===== src/rtl/sync_strobe_gen.sv =====
module sync_strobe_gen #(
  parameter int WORD_W  = 32,
  parameter bit HAS_INT = 1'b1,
  parameter bit HAS_EXT = 1'b1,
  parameter bit EXT_CDC = 1'b1
) (
  input  logic              clk,
  input  logic              rst_n,
  input  logic              en_int,
  input  logic              en_ext,
  input  logic              soft_kick,
  input  logic [WORD_W-1:0] match_lo,
  input  logic [WORD_W-1:0] match_hi,
  input  logic              ext_in,
  output logic              sync_out
);
  localparam int CNT_W = 2 * WORD_W;

  logic [CNT_W-1:0] match;
  logic [CNT_W-1:0] cnt;
  logic             int_fire;
  logic             ext_fire;

  assign match = {match_hi, match_lo};

  generate
    if (HAS_INT) begin : g_int
      always_ff @(posedge clk) begin
        if (!rst_n || !en_int || cnt == match) cnt <= '0;
        else                                   cnt <= cnt + 1'b1;
      end
      assign int_fire = en_int && (cnt == match);
    end else begin : g_no_int
      logic unused_int;
      assign cnt        = '0;
      assign int_fire   = 1'b0;
      assign unused_int = ^{en_int, match};
    end

    if (HAS_EXT) begin : g_ext
      logic ext_s;
      logic ext_prev;
      if (EXT_CDC) begin : g_cdc
        logic s1, s2;
        always_ff @(posedge clk) begin
          if (!rst_n) begin
            s1 <= 1'b0;
            s2 <= 1'b0;
          end else begin
            s1 <= ext_in;
            s2 <= s1;
          end
        end
        assign ext_s = s2;
      end else begin : g_direct
        assign ext_s = ext_in;
      end
      always_ff @(posedge clk) begin
        if (!rst_n) ext_prev <= 1'b0;
        else        ext_prev <= ext_s;
      end
      assign ext_fire = en_ext && ext_s && !ext_prev;
    end else begin : g_no_ext
      logic unused_ext;
      assign ext_fire   = 1'b0;
      assign unused_ext = ^{en_ext, ext_in};
    end
  endgenerate

  always_ff @(posedge clk) begin
    if (!rst_n) sync_out <= 1'b0;
    else        sync_out <= int_fire | ext_fire | soft_kick;
  end
endmodule


===== config.mk =====
export PLATFORM = sky130hd
export DESIGN_NAME = sync_strobe_gen
export DESIGN_NICKNAME = d
export VERILOG_FILES = /design/src/rtl/sync_strobe_gen.sv
export SDC_FILE = /design/constraint.sdc
export NUM_CORES = 1
export LEC_CHECK = 0
export ABC_AREA = 1
export CORE_MARGIN = 3
export CORE_UTILIZATION = 60
export DETAILED_ROUTE_END_ITERATION = 10
export GPL_ROUTABILITY_DRIVEN = 1
export PLACE_DENSITY = 0.89
export RECOVER_POWER = 25
export SLEW_MARGIN = 20
export SYNTH_ARGS = -nofsm -noshare
export SYNTH_HDL_FRONTEND = slang
export SYNTH_SLANG_ARGS = --single-unit

===== constraint.sdc =====
create_clock -name clk -period 3.61 [get_ports clk]
set_input_delay 0.361 -clock clk [delete_from_list [all_inputs] [get_ports clk]]
set_output_delay 0.361 -clock clk [all_outputs]
set_load 0.02 [all_outputs]

# --- Word level (Yosys, flattened, before mapping) ---
# Index checks and enable logic that the tools add are counted.
op_classes:
  addsub: 1
  n_mul: 0
  div: 0
  order_cmp: 0
  eq_ne: 1
  n_shift: 0
  mux: 0
  n_bitwise: 2
  n_reduce_logical: 8
op_table:
  columns: ["op", "count"]
  rows:
  - ["64-bit by 1-bit adder with 64-bit output, second input constant", 1]
  - ["64-bit equality test", 1]
  - ["1-bit logical AND", 3]
  - ["1-bit zero test", 3]
  - ["1-bit logical OR", 2]
  - ["1-bit bitwise OR", 2]
word_totals:
  register_bits: 68
  latchBits: 0
  mem_bits_rw: 0
  romBits: 0
  input_bits: 70
  out_inout_bits: 1
  word_cells: 17
  mem_count: 0

# --- Logic depth before layout (Yosys ltp) ---
logic_depth:
  depth_word: 4
  ltp_mapped: 12
  depth_no_buf: 12

# --- Worst setup path after synthesis ---
# No wires, ideal clock.
synth_path:
  kind: "reg2reg"
  start: "register cnt[0]"
  end: "register cnt[42]"
  setup_time_ns: 0.114
  arrival_time_ns: 1.538
  t_required_ns: 3.496
  setup_slack_ns: 1.957
  path_stages_with_launch: 12
  path_buffers: 0
  period_less_slack_ns: 1.653
  path_cell_list: "dfxtp_1 > ha_1 > nand3_1 > clkinv_2 > nand2_4 > nor2_4 > inv_2 > nor2_4 > nand2_2 > nor2_2 > xor2_1 > nor2_1"
synth_via:
  elab_chain_cells: 2
  elab_cells_between_ends: 3
  classes_between: "add/sub: 1; eq/ne: 1; reduce/logical: 1"
synth_lines:
  columns: ["element", "line_no", "text"]
  rows:
  - ["from (decl)", "20", "logic [CNT_W-1:0] cnt;"]
  - ["from (signal assigned)", "30", "else cnt <= cnt + 1'b1;"]
  - ["parallel branches: the longest is 2 deep, another holds 64-bit by 1-bit adder with 64-bit output", null, null]
# Parallel ways; which one is timed is not known.
# A chain may end at the register's enable or synchronous reset.

# --- Worst setup path after layout ---
layout_path:
  start: "input match_hi[4]"
  end: "register cnt[34]"
layout_via:
  elab_chain_cells: 2
layout_lines:
  columns: ["element", "line_no", "text"]
  rows:
  - ["from (decl)", "13", "input logic [WORD_W-1:0] match_hi,"]
  - ["64-bit equality test", "29", "if (!rst_n || !en_int || cnt == match) cnt <= '0;"]
  - ["1-bit logical OR", "29", null]
# No other way between the ends.

==> metrics.csv <==
stage;metric;value;unit
run_status;outcome;finished clean;
cts;post-CTS resize count;0;
timing;Fin. Hold Viols;0;
critical_path;CP endpoint kind;register;
cts;hold_buf cts;0;
placed_design;DP Area;5610;µm²
placed_design;port buffer count;70;
critical_path;Critical Path Slowest Stage Cell;nand2_1;
synthesis;mapped cell area;4800;µm²
route;drt total wl;14.7;mm
pwr;pwr dens;281;nW/µm²
route;TritonRoute pass-1 iters;5;
cts;CTS max path bufs;2;
floorplan;Die ar.;9120;µm²
route;Iteration-0 DRC Markers;348;
synthesis;Net Count, Synth;886;
cts;number of H-tree levels;3;
critical_path;crit path max fanout;37;
critical_path;critical path type;in -> reg;
global_route;total global-route track usage;32.9;%
timing;crit path time final;2860;ps
synthesis;post-synthesis cell count;815;
cts;worst-skew pair later-pin latency;350;ps
layout;register area;1360;µm²
global_route;grt total ovfl;0;
critical_path;reg-to-reg slack, setup;840;ps
route;vias per cell;5.28;
cts;CTS tree;done;
synthesis;Synth top area share;28.3;%
timing;Worst-Margin Slew;1030;ps
synthesis;leading area contributor after synthesis;dfxtp_1;
cts;root cell of the clock tree;clkbuf_8;
synthesis;Synth Register Bits;68;
timing;Slew Limit Fails;0;
timing;Peak Freq;350;MHz
pwr;Max VDD drop;0.253;mV
synthesis;register area share after synthesis;28.3;%
global_route;largest net degree at the start of global routing;38;
synthesis;Post-synth top cells;275 x nand2_1, 168 x nor2_1, 102 x inv_1;
layout;Finished Layout Cells;998;
synthesis;Primary FF master, synth;dfxtp_1;
critical_path;Most Frequent Cell on Critical Path;nand2_1;
cts;# clock sinks;68;
timing;Worst Clk Skew;9.75;ps
synthesis;post-synth cell types;28;
global_route;first-pass GRT wire length;22.8;mm
floorplan;Initial Util;61.9;%
synthesis;FFs w/ async S/R, synth;0;%
floorplan;Cell Rows;32;
layout;post-layout net count;962;
critical_path;crit-path leading delay family;simple AND/OR/NAND/NOR gates;
floorplan;io pins;71;
route;vias after detailed routing;5268;
route;post-route ant nets;0;
timing;RSZ-0062 raised after global routing;no;
hold_path;worst hold path type;reg -> reg;
route;Remaining DRCs;0;
cts;clk slew on worst S/H paths;80;ps
synthesis;most frequent cell after synthesis;nand2_1;
route;Avg WL per Cell;14.7;µm
synthesis;number of synthesized flops with an enable pin;0;
placed_design;DP Wirelength;12.1;mm
cts;Num CTS Buffers;9;
cts;Post-CTS Setup Bufs;0;
timing;sum of negative setup slack;0;ps
floorplan;Die Width;95.5;µm
layout;Core Util, Final;75.1;%
layout;Area Overhead vs Synth;21.4;%
timing;setup violators final;0;
layout;layout cell share with drive strength beyond 1;5.92;%
critical_path;endpoint arrival time on the critical path;3100;ps
layout;ant diodes;0;
synthesis;Mean Syn Cell Area;5.90;µm²
synthesis;Syn. warnings;0;
floorplan;CORE AREA;7770;µm²
critical_path;Req. time, crit path;3850;ps
critical_path;worst path bufs/invs;3;
timing;max_slew headroom;31.2;%
pwr;LEAKAGE;0.00216;µW
floorplan;Die Ht;95.5;µm
global_route;vias in the first global route;4903;
critical_path;startpoint types;input pin;
placed_design;Placer Congestion;0.965;
critical_path;crit-path cells;dlygate4sd3_1 > inv_1 > nand2_1 > nand2_1 > nor2_1 > nand2_1 > nor2_1 > nand2_1 > nor2_1 > nand2_1 > nand2_1 > buf_12 > nor2_1;
layout;multi-input logic area;2990;µm²
layout;Fillers;650;
flow_run;maxcap violations;0;
placed_design;Cells after DPL;982;
layout;final instance area;5830;µm²
synthesis;largest cells by area after synthesis;dfxtp_1 28%, nand2_1 21%, nor2_1 13%;
global_route;initial antenna violation count;0;
timing;Final Cycle Share;79.2;%
critical_path;slowest cell delay on critical path;760;ps
## layer usage
metal | share of wire [%] | GRT usage [%] | vias up
met5 | 0 | 0 | -
met3 | 6.1 | 5.60 | 28
met1 | 42 | 40.1 | 2414
met4 | 2.8 | 12.0 | 0
li1 | - | - | 2644
met2 | 49 | 57.8 | 182
## cell usage in the layout, fill, tap and decap left out, drive strengths merged, types with 2 or more instances in the layout
cell and instances:
o21ai 2, a21oi 16, and2 2, bufinv 2, nand2 284, nand3 24, xnor2 5, or2 3
clkinv 5, inv 108, xor2 60, nor3b 2, nor3 31, clkbuf 10, clkdlybuf4s50 67, nand4 20
dlygate4sd3 3, nor2 181, dfxtp 68
## cells by family (layout without fill, tap and decap cells)
logic type	after synthesis	in the layout	synth area share, %
flops	68	68	28.3
simple gates	547	547	48.1
compound gates	19	19	2.01
xor+xnor	65	65	11.8
fa+ha+maj	1	1	0.260
buf+inv	115	196	9.43
## stage by stage
stage                     hold slack [ps]  total power (µW)  worst slack, ps
after CTS                             420              1630             1220
final                                 420              1640              751
after detailed placement              401               933              862
after global routing                  440              1690              563
after floorplan                       390               836             1960
after global placement                395               925              973
## worst register-to-register path, cell delays in order (launching register included)
cell and delay (ps):
dfxtp_1 390, inv_1 120, nand2_1 90, nand2_1 50
nor2_1 80, nand2_1 60, nor2_1 230, nand2_1 130
nor2_1 260, nand2_1 100, nand2_1 760, buf_12 290
nor2_1 100
## flip-flops by register name (all words and copies together), names as in the netlist
name,count
cnt,64
g_ext.ext_prev,1
g_ext.ext_s,1
g_ext.g_cdc.s1,1
sync_out,1
## final timing paths
kind                   from     endpoint  cells after the start
max             match_hi[4]      cnt[34]                     13
min          g_ext.g_cdc.s1  g_ext.ext_s                      2
max reg2reg         cnt[38]      cnt[34]                     12
min reg2reg  g_ext.g_cdc.s1  g_ext.ext_s                      2
## where the power goes
group | switching, µW | leakage [µW] | total, µW | internal, µW
clock | 314 | 0.000116 | 722 | 408
sequential | 2.71 | 0.000549 | 755 | 752
combinational | 65.5 | 0.00150 | 160 | 94.3
## layout make-up
type / count / share of cell area [%]
inverter: 109 / 7.04
tap: 102 / 2.19
sequential: 68 / 23.3
multi-input combinational: 632 / 51.2
clock inverter: 6 / 1.50
timing repair buffer: 71 / 12.4
clock buffer: 10 / 2.36
No activity file was read; power rests on OpenSTA's default activity.
